$ cat src/rtl/seg_addr_pkg.sv
package seg_addr_pkg;

    localparam int SEG_W_D  = 16;
    localparam int OFF_W_D  = 16;
    localparam int SHIFT_D  = 4;
    localparam int IMM_W_D  = 8;
    localparam int PORT_W_D = 16;
    localparam int NSEG_D   = 4;

    // segment codes; also the override and write-select encoding
    typedef enum logic [1:0] {
        SEG_ES = 2'd0,
        SEG_CS = 2'd1,
        SEG_SS = 2'd2,
        SEG_DS = 2'd3
    } seg_id_e;

    typedef enum logic [2:0] {
        ACC_FETCH  = 3'd0,
        ACC_STACK  = 3'd1,
        ACC_BPREF  = 3'd2,
        ACC_STRDST = 3'd3,
        ACC_DATA   = 3'd4,
        ACC_IO8    = 3'd5,
        ACC_IO16   = 3'd6,
        ACC_SPARE  = 3'd7
    } acc_class_e;

    localparam logic [15:0] RSVD_PORT_LO = 16'h00F8;
    localparam logic [15:0] RSVD_PORT_HI = 16'h00FF;

endpackage

$ cat src/rtl/seg_regfile.sv
module seg_regfile
    import seg_addr_pkg::*;
#(
    parameter int SEG_W  = SEG_W_D,
    parameter int NSEG   = NSEG_D,
    parameter int SEL_W  = $clog2(NSEG),
    parameter int CS_IDX = 1
) (
    input  logic             clk,
    input  logic             rst_n,
    input  logic             wr_en,
    input  logic [SEL_W-1:0] wr_sel,
    input  logic [SEG_W-1:0] wr_data,
    input  logic [SEL_W-1:0] rd_sel,
    output logic [SEG_W-1:0] rd_data
);

    logic [NSEG-1:0][SEG_W-1:0] bank;

    always_ff @(posedge clk or negedge rst_n) begin
        if (!rst_n) begin
            for (int i = 0; i < NSEG; i++) begin
                bank[i] <= (i == CS_IDX) ? {SEG_W{1'b1}} : {SEG_W{1'b0}};
            end
        end else if (wr_en) begin
            for (int i = 0; i < NSEG; i++) begin
                if (wr_sel == SEL_W'(i)) begin
                    bank[i] <= wr_data;
                end
            end
        end
    end

    // read is combinational from the stored value, so a same-cycle write is not seen
    assign rd_data = bank[rd_sel];

    AST_WRITE_LANDS: assert property (@(posedge clk) disable iff (!rst_n)
        wr_en |=> bank[$past(wr_sel)] == $past(wr_data));

endmodule

$ cat src/rtl/seg_select.sv
module seg_select
    import seg_addr_pkg::*;
(
    input  acc_class_e cls,
    input  logic       ovr_valid,
    input  logic [1:0] ovr_seg,
    output seg_id_e    seg_id,
    output logic       is_io,
    output logic       io_wide
);

    always_comb begin
        seg_id  = SEG_DS;
        is_io   = 1'b0;
        io_wide = 1'b0;
        unique case (cls)
            ACC_FETCH:  seg_id = SEG_CS;
            ACC_STACK:  seg_id = SEG_SS;
            ACC_BPREF:  seg_id = ovr_valid ? seg_id_e'(ovr_seg) : SEG_SS;
            ACC_STRDST: seg_id = SEG_ES;
            ACC_DATA,
            ACC_SPARE:  seg_id = ovr_valid ? seg_id_e'(ovr_seg) : SEG_DS;
            ACC_IO8: begin
                seg_id = SEG_ES;
                is_io  = 1'b1;
            end
            ACC_IO16: begin
                seg_id  = SEG_ES;
                is_io   = 1'b1;
                io_wide = 1'b1;
            end
        endcase
    end

endmodule

$ cat src/rtl/seg_addr_calc.sv
module seg_addr_calc
    import seg_addr_pkg::*;
#(
    parameter int SEG_W  = SEG_W_D,
    parameter int OFF_W  = OFF_W_D,
    parameter int SHIFT  = SHIFT_D,
    parameter int IMM_W  = IMM_W_D,
    parameter int PORT_W = PORT_W_D,
    parameter int PA_W   = SEG_W + SHIFT
) (
    input  logic [SEG_W-1:0]  seg_base,
    input  logic [OFF_W-1:0]  offset,
    input  logic              is_io,
    input  logic              io_wide,
    input  logic [IMM_W-1:0]  io_imm,
    input  logic [PORT_W-1:0] io_dx,
    output logic [PA_W-1:0]   addr,
    output logic              rsvd
);

    logic [PA_W-1:0]   base_sh;
    logic [PA_W-1:0]   off_ext;
    logic [PA_W-1:0]   mem_addr;
    logic [PORT_W-1:0] port;

    assign base_sh  = {seg_base, {SHIFT{1'b0}}};
    assign off_ext  = PA_W'(offset);
    // sum is kept at PA_W bits: the carry out of the top bit is dropped
    assign mem_addr = base_sh + off_ext;

    assign port = io_wide ? io_dx : PORT_W'(io_imm);

    always_comb begin
        if (is_io) begin
            addr = PA_W'(port);
            rsvd = (port >= PORT_W'(RSVD_PORT_LO)) && (port <= PORT_W'(RSVD_PORT_HI));
        end else begin
            addr = mem_addr;
            rsvd = 1'b0;
        end
    end

endmodule

$ cat src/rtl/seg_addr_unit.sv
module seg_addr_unit
    import seg_addr_pkg::*;
#(
    parameter int SEG_W  = SEG_W_D,
    parameter int OFF_W  = OFF_W_D,
    parameter int SHIFT  = SHIFT_D,
    parameter int IMM_W  = IMM_W_D,
    parameter int PORT_W = PORT_W_D
) (
    input  logic                    clk,
    input  logic                    rst_n,
    input  logic                    wr_en,
    input  logic [1:0]              wr_sel,
    input  logic [SEG_W-1:0]        wr_data,
    input  logic                    req_valid,
    input  logic [2:0]              req_class,
    input  logic [OFF_W-1:0]        req_offset,
    input  logic                    ovr_valid,
    input  logic [1:0]              ovr_seg,
    input  logic [IMM_W-1:0]        io_imm,
    input  logic [PORT_W-1:0]       io_dx,
    output logic                    out_valid,
    output logic [SEG_W+SHIFT-1:0]  out_addr,
    output logic [1:0]              out_seg,
    output logic                    out_is_io,
    output logic                    out_rsvd
);

    localparam int PA_W = SEG_W + SHIFT;

    seg_id_e           sel_id;
    logic              sel_io;
    logic              sel_wide;
    logic [SEG_W-1:0]  seg_val;
    logic [PA_W-1:0]   nxt_addr;
    logic              nxt_rsvd;

    seg_select u_sel (
        .cls       (acc_class_e'(req_class)),
        .ovr_valid (ovr_valid),
        .ovr_seg   (ovr_seg),
        .seg_id    (sel_id),
        .is_io     (sel_io),
        .io_wide   (sel_wide)
    );

    seg_regfile #(
        .SEG_W  (SEG_W),
        .NSEG   (NSEG_D),
        .SEL_W  (2),
        .CS_IDX (int'(SEG_CS))
    ) u_rf (
        .clk     (clk),
        .rst_n   (rst_n),
        .wr_en   (wr_en),
        .wr_sel  (wr_sel),
        .wr_data (wr_data),
        .rd_sel  (sel_id),
        .rd_data (seg_val)
    );

    seg_addr_calc #(
        .SEG_W  (SEG_W),
        .OFF_W  (OFF_W),
        .SHIFT  (SHIFT),
        .IMM_W  (IMM_W),
        .PORT_W (PORT_W),
        .PA_W   (PA_W)
    ) u_calc (
        .seg_base (seg_val),
        .offset   (req_offset),
        .is_io    (sel_io),
        .io_wide  (sel_wide),
        .io_imm   (io_imm),
        .io_dx    (io_dx),
        .addr     (nxt_addr),
        .rsvd     (nxt_rsvd)
    );

    always_ff @(posedge clk or negedge rst_n) begin
        if (!rst_n) begin
            out_valid <= 1'b0;
            out_addr  <= '0;
            out_seg   <= '0;
            out_is_io <= 1'b0;
            out_rsvd  <= 1'b0;
        end else begin
            out_valid <= req_valid;
            if (req_valid) begin
                out_addr  <= nxt_addr;
                out_seg   <= sel_id;
                out_is_io <= sel_io;
                out_rsvd  <= nxt_rsvd;
            end
        end
    end

    AST_VALID_LATENCY: assert property (@(posedge clk) disable iff (!rst_n)
        req_valid |=> out_valid);
    AST_NO_SPURIOUS_VALID: assert property (@(posedge clk) disable iff (!rst_n)
        !req_valid |=> !out_valid);
    AST_FETCH_CODE_SEG: assert property (@(posedge clk) disable iff (!rst_n)
        (req_valid && req_class == ACC_FETCH) |=> (out_seg == SEG_CS && !out_is_io));
    AST_PUSHPOP_STACK_SEG: assert property (@(posedge clk) disable iff (!rst_n)
        (req_valid && req_class == ACC_STACK) |=> (out_seg == SEG_SS));
    AST_STRDST_EXTRA_SEG: assert property (@(posedge clk) disable iff (!rst_n)
        (req_valid && req_class == ACC_STRDST) |=> (out_seg == SEG_ES));
    AST_OVERRIDE_TAKEN: assert property (@(posedge clk) disable iff (!rst_n)
        (req_valid && ovr_valid && req_class == ACC_DATA) |=> (out_seg == $past(ovr_seg)));
    AST_IO8_ZERO_EXT: assert property (@(posedge clk) disable iff (!rst_n)
        (req_valid && req_class == ACC_IO8) |=> (out_addr[PA_W-1:IMM_W] == '0));
    AST_IO_HIGH_ZERO: assert property (@(posedge clk) disable iff (!rst_n)
        (out_valid && out_is_io) |-> (out_addr[PA_W-1:PORT_W] == '0));
    AST_RSVD_IO_ONLY: assert property (@(posedge clk) disable iff (!rst_n)
        out_rsvd |-> out_is_io);

endmodule

$ cat config.mk
export PLATFORM = sky130hd
export DESIGN_NAME = seg_addr_unit
export DESIGN_NICKNAME = d
export VERILOG_FILES = /design/src/rtl/seg_addr_pkg.sv /design/src/rtl/seg_regfile.sv /design/src/rtl/seg_select.sv /design/src/rtl/seg_addr_calc.sv /design/src/rtl/seg_addr_unit.sv
export SDC_FILE = /design/constraint.sdc
export NUM_CORES = 1
export LEC_CHECK = 0
export CAP_MARGIN = 15
export CORE_UTILIZATION = 35
export DETAILED_ROUTE_END_ITERATION = 8
export GPL_TIMING_DRIVEN = 0
export SETUP_SLACK_MARGIN = 0.3
export SLEW_MARGIN = 20
export SYNTH_ARGS = -nofsm -noshare
export SYNTH_HDL_FRONTEND = slang
export SYNTH_SLANG_ARGS = --single-unit
$ cat constraint.sdc
create_clock -name clk -period 6.65 [get_ports clk]
set_input_delay 1.995 -clock clk [delete_from_list [all_inputs] [get_ports clk]]
set_output_delay 1.995 -clock clk [all_outputs]
set_load 0.005 [all_outputs]
==> results.toml, run 1 <==
[synthesis]
synth_seq_area_share_pct = 47.3
syn_avg_cell_area_um2 = 11.2
ys_types = 47
synth-main-ff-cell = "dfrtp_1"
yosys_warnings = 0
syn_area_um2 = 4760
ys_seq_elements = 89
syn_inst = 423
async_reset_ff_share_pct = 100
synth_edf_count = 0
syn_nets = 506

[critical_path]
path_depth = 17
cp_num_buf_inv = 2
crit_chain = "clkdlybuf4s50_1 > nand2_1 > a211oi_1 > nor2_1 > clkbuf_1 > nand2_1 > a21oi_1 > a221o_1 > ha_1 > fa_1 > a21o_1 > nand4_1 > nand2_1 > a311o_1 > a31oi_1 > xor2_1 > o22ai_1"
crit_path_max_incr_delay_ns = 0.56
cp.arrival_ns = 6.19
r2r_cells = 12
worstPathRequired_ns = 6.86
worstSetupPathType = "in2reg"
crit_path_end_kind = "flop"
crit_top_cell = "nand2_1"
cp_top_family = "compound AO/OA/AOI/OAI gates"
crit_slowest_cell = "clkdlybuf4s50_1"
crit_fanout = 10
crit_path_start_kind = "input pin"

[run]
maxCapViolCount = 0

[clocking]
hold_buffers = 0
insertion_delay_ns = 0.34
clock-sinks = 89
cts-root-buf = "clkbuf_16"
cts_tree = "done"
htreeDepth = 3
clockBufferDepth = 2
clk_pin_slew_ns = 0.06
cts_buffers = 9
cts_setup_buffers = 0

[sta]
fmax_ghz = 0.167
setup_viol = 0
grt_setup_unrepaired = "no"
fin_crit_ns = 5.98
worstMarginPinSlew_ns = 0.678
finalHoldViolCount = 0
period_share_pct = 89.9
skew_ns = 0.00733
slew_headroom_pct = 54.8
maxSlewViolCount = 0
tns_ns = 0

[drt]
drt-vias-per-instance = 5.19
vias = 3665
drt_iter0_drc = 193
antenna_left = 0
drtPass1Iterations = 4
drc = 0
avgRoutedWirePerCell_um = 16.5
finalWirelength_um = 11700

[floorplan]
die-area_um2 = 14100
core-area_um2 = 13200
boundaryPins = 93
rows = 42
start_util_pct = 35.9
fp.dieW_um = 119
die_height_um = 119

[hold_path]
hold-path-cell-count = 1
hp-class = "reg2reg"

[global_routing]
grt_max_degree = 47
grt_pass1_vias = 3725
grt_usage_pct = 17.4
antenna_found_initial = 0
grt_pass1_wl_um = 19000
gr-total-overflow = 0

[power]
leakagePower_nw = 2.54
p_per_area_nw_per_um2 = 288
ir_worst_vdd_mv = 0.120

[run_status]
outcome = "complete, no violations"

[layout]
drive_gt1_share_pct = 21.3
num-fill-cells = 1265
nets = 608
ff_latch_area_um2 = 2250
n_antenna_cell = 0
final_cell_mix = "89 x clkdlybuf4s50_1, 73 x dfrtp_1, 72 x mux2_2, 43 x nand2_1, 33 x a21oi_1"
layout_commonest_cell = "clkdlybuf4s50_1"
syn2layout_area_growth_pct = 30.1
finalCoreUtilization_pct = 46.7
multiInputGateArea_um2 = 2400

[placement]
io_buffers = 90
dpl.hpwl_um = 8730
gp_congestion = 0.841
-- worst paths after layout --
| check | start | to | slack [ns] |
|---|---|---|---|
| max | ovr_valid | out_addr[16] | 0.67 |
| min | u_rf.bank[45] | u_rf.bank[45] | 0.50 |
| max reg2reg | u_rf.bank[0] | out_addr[16] | 3.79 |
| min reg2reg | u_rf.bank[45] | u_rf.bank[45] | 0.50 |
| max in group asynchronous | rst_n | u_rf.bank[17] | 4.30 |
| min in group asynchronous | rst_n | u_rf.bank[8] | 1.67 |
-- worst register-to-register path, cell delays in order, from the launching register on --
cell	delay, ns
dfrtp_1	0.38
nand2_1	0.06
a21oi_1	0.07
a221o_1	0.29
ha_1	0.22
fa_1	0.41
a21o_1	0.19
nand4_1	0.09
nand2_1	0.11
a311o_1	0.37
a31oi_1	0.30
xor2_1	0.18
o22ai_1	0.08
-- synthesized netlist by cell type (7+ instances only) --
| cell | instances | share of area, % |
|---|---|---|
| clkbuf_1 | 19 | 1.5 |
| dfrtp_1 | 73 | 38 |
| a221o_1 | 12 | 2.5 |
| nand2b_1 | 7 | 0.92 |
| nand2_1 | 43 | 3.4 |
| o21ai_0 | 14 | 1.5 |
| a21o_1 | 7 | 1.1 |
| a21oi_1 | 33 | 3.5 |
| xnor2_1 | 7 | 1.3 |
| inv_1 | 8 | 0.63 |
| mux2i_1 | 8 | 1.7 |
| nand3_1 | 9 | 0.95 |
| a22oi_1 | 7 | 1.1 |
| mux2_2 | 72 | 17 |
| ha_1 | 14 | 3.7 |
| dfstp_2 | 16 | 8.8 |
| nor2_1 | 14 | 1.1 |
-- metrics by stage --
step	instance area [um2]	hold WS [ns]	instances	setup WS [ns]	power, W
6_report	6190	0.499	706	0.670	0.00178
5_1_grt	6190	0.514	706	0.412	0.00189
3_5_place_dp	5900	0.485	690	0.358	0.00131
2_1_floorplan	4760	0.470	423	1.36	0.00107
3_3_place_gp	5880	0.481	689	0.356	0.00129
4_1_cts	6180	0.500	706	0.708	0.00179
-- kinds of logic after synthesis --
logic type               share of synthesized area (%)
buffers and inverters                             2.45
adder cells (fa/ha/maj)                           4.10
AO/OA/AOI/OAI                                     14.9
AND/OR/NAND/NOR                                   9.66
flip-flops                                        47.3
XOR/XNOR                                          2.87
multiplexers                                      18.7
-- layer usage --
metal,vias to the layer above,global-route usage (%),share of wire (%)
met5,-,0,0
li1,1772,-,-
met1,1796,22.7,46
met4,0,5.06,1.1
met3,8,3.47,4.3
met2,89,29.2,49
-- report_power, final --
group	leakage (nW)	internal, W	total (W)	switching, W
registers	1.04	0.000670	0.000731	0.0000606
clock network	0.143	0.000265	0.000478	0.000213
logic	1.36	0.000313	0.000571	0.000258
-- what timing repair did --
item                       in CTS  in global routing
setup endpoints to repair       0                  1
resized for setup               0                  1
hold endpoints to repair        0                  0
-- cell type report --
type / instances / share of cell area (%)
Sequential cell: 89 / 36.3
Tap cell: 176 / 3.56
Timing Repair Buffer: 91 / 15.0
Multi-Input combinational cell: 305 / 38.7
Buffer: 21 / 1.40
Clock inverter: 6 / 0.667
Inverter: 8 / 0.485
Clock buffer: 10 / 3.86
-- state kept, by name, indices dropped and copies added (netlist names) --
signal     count
out_is_io      1
u_rf.bank     64
out_seg        2
out_rsvd       1
out_valid      1
out_addr      20
No activity file was read; power rests on OpenSTA's default activity.
==> run 2, diff against run 1 <==
--- a/config.mk
+++ b/config.mk
@@ -6,9 +6,12 @@
 export NUM_CORES = 1
 export LEC_CHECK = 0
 export CAP_MARGIN = 15
+export CELL_PAD_IN_SITES_DETAIL_PLACEMENT = 0
+export CELL_PAD_IN_SITES_GLOBAL_PLACEMENT = 1
 export CORE_UTILIZATION = 35
 export DETAILED_ROUTE_END_ITERATION = 8
 export GPL_TIMING_DRIVEN = 0
+export PLACE_DENSITY_LB_ADDON = 0.1
 export SETUP_SLACK_MARGIN = 0.3
 export SLEW_MARGIN = 20
 export SYNTH_ARGS = -nofsm -noshare
==> results.toml, run 2 (synthesis gave the netlist of run 1 again) <==
[clocking]
cts_setup_buffers = 0
cts_buffers = 9
insertion_delay_ns = 0.34
htreeDepth = 3
clockBufferDepth = 2
cts-root-buf = "clkbuf_16"
clock-sinks = 89
clk_pin_slew_ns = 0.06
cts_tree = "done"

[critical_path]
worstPathRequired_ns = 6.86
reg2reg_slack_ns = 3.68
crit_chain = "clkdlybuf4s50_1 > xnor3_1 > a21oi_4 > clkbuf_1 > a21oi_1 > a221o_1 > ha_1 > fa_1 > a21o_1 > nand4_1 > nand2_1 > a311o_1 > a31oi_1 > xor2_1 > o22ai_1"
crit_slowest_cell = "clkdlybuf4s50_1"
r2r_cells = 12
crit_path_end_kind = "flop"
r2r_start = "u_rf.bank[0]"
cp_top_family = "compound AO/OA/AOI/OAI gates"
crit_path_max_incr_delay_ns = 0.53
crit_path_start_kind = "input pin"
cp.arrival_ns = 6.26
reg2reg_to = "out_addr[16]"
worstSetupPathType = "in2reg"
path_depth = 15
cp_num_buf_inv = 2
crit_fanout = 10

[global_routing]
grt_usage_pct = 19.1
antenna_found_initial = 0
gr-total-overflow = 0
grt_pass1_wl_um = 20500
grt_max_degree = 61
grt_pass1_vias = 3764

[sta]
finalHoldViolCount = 0
tns_ns = 0
maxSlewViolCount = 0
grt_setup_unrepaired = "no"
holdWs_ns = 0.501
worstMarginPinSlew_ns = 0.753
fin_crit_ns = 6.05
skew_ns = 0.00612
fmax_ghz = 0.165
slew_headroom_pct = 49.8
period_share_pct = 91.0
setup_viol = 0

[power]
p_sw_share_pct = 29.7
seqPwrFrac_pct = 40.3
p_total_w = 0.00181
ir_worst_vdd_mv = 0.106
p_per_area_nw_per_um2 = 292
leakagePower_nw = 2.55
clkPwrFrac_pct = 28.0
intPower_w = 0.00128
power_switching_w = 0.000539
pwr-share-comb_pct = 31.7

[drt]
avgRoutedWirePerCell_um = 17.8
drtPass1Iterations = 5
drt-vias-per-instance = 5.20
drc = 0
finalWirelength_um = 12600
vias = 3668
drt_iter0_drc = 202
antenna_left = 0

[floorplan]
fp.dieW_um = 119
start_util_pct = 35.9
boundaryPins = 93
core-area_um2 = 13200
die-area_um2 = 14100
rows = 42
die_height_um = 119

[layout]
layout_commonest_cell = "clkdlybuf4s50_1"
nets = 608
largest_register_ffs = 64
top_register = "u_rf.bank"
largest_registers = "u_rf.bank x64, out_addr x20, out_seg x2"
drive_gt1_share_pct = 21.3
n_antenna_cell = 0
ff_latch_area_um2 = 2250
finalNonFillerCells = 706
num-fill-cells = 1289
multiInputGateArea_um2 = 2400
syn2layout_area_growth_pct = 30.6
final_cell_mix = "89 x clkdlybuf4s50_1, 73 x dfrtp_1, 72 x mux2_2, 43 x nand2_1, 33 x a21oi_1"

[placement]
gp_congestion = 0.789
dpl.hpwl_um = 9200
io_buffers = 90
dp.cells = 690

[hold_path]
min_to = "u_rf.bank[47]"
holdCritStartpoint = "u_rf.bank[47]"
hold-path-cell-count = 1
hp-class = "reg2reg"

[run]
maxCapViolCount = 0

[run_status]
outcome = "complete, no violations"
[run 2: area by class of cell]
type | instances | area share (%)
flip-flops and latches | 89 | 36.2
plain buffers | 21 | 1.39
clock buffers | 10 | 3.69
multi-input cells | 305 | 38.7
well taps | 176 | 3.54
clock inverters | 6 | 1.11
inverters | 8 | 0.483
repair buffers | 91 | 15.0
[run 2: how the worst max path moves through the flow]
stage                       startpoint      endpoint  slack (ns)
after CTS                 req_class[2]  out_addr[16]        0.48
after floorplan           req_class[1]  out_addr[16]        1.36
after detailed placement  req_class[2]  out_addr[16]        0.13
after global routing      req_class[2]  out_addr[16]        0.33
after global placement    req_class[2]  out_addr[16]        0.22
final                     req_class[2]  out_addr[16]        0.60
[run 2: power groups by stage]
stage / Sequential [W] / Combinational, W / Clock, W
detailed placement: 0.000740 / 0.000580 / 0
global route: 0.000748 / 0.000638 / 0.000552
CTS: 0.000731 / 0.000583 / 0.000524
finish: 0.000731 / 0.000576 / 0.000508
global placement: 0.000736 / 0.000567 / 0
floorplan: 0.000728 / 0.000345 / 0
[run 2: repair_timing]
action | 4_1_cts | 5_1_grt
resized for setup | 0 | 2
endpoints found under the setup margin | 0 | 3
hold buffers | 0 | 0
[run 2: layer usage]
layer	share of wire [%]	global-route usage (%)	vias up	wire, um
met5	0	0	-	0
met2	49	31.5	73	6170
met3	3.8	3.81	10	483
met1	46	24.8	1810	5790
met4	0.91	6.80	0	114
li1	-	-	1775	-
[run 2: worst reg2reg max path: stages, from the launching register on]
cell	delay, ns
dfrtp_1	0.38
nand2_1	0.06
a21oi_1	0.08
a221o_1	0.30
ha_1	0.23
fa_1	0.41
a21o_1	0.20
nand4_1	0.09
nand2_1	0.10
a311o_1	0.37
a31oi_1	0.34
xor2_1	0.20
o22ai_1	0.08
[run 2: per-stage QoR]
stage               worst slack, ns  instance area (um2)  utilization [%]
floorplan                      1.36                 4760                -
global placement              0.216                 5880             44.4
detailed placement            0.132                 5910             44.6
CTS                           0.478                 6210             46.9
global route                  0.334                 6210             46.9
finish                        0.597                 6210             46.9
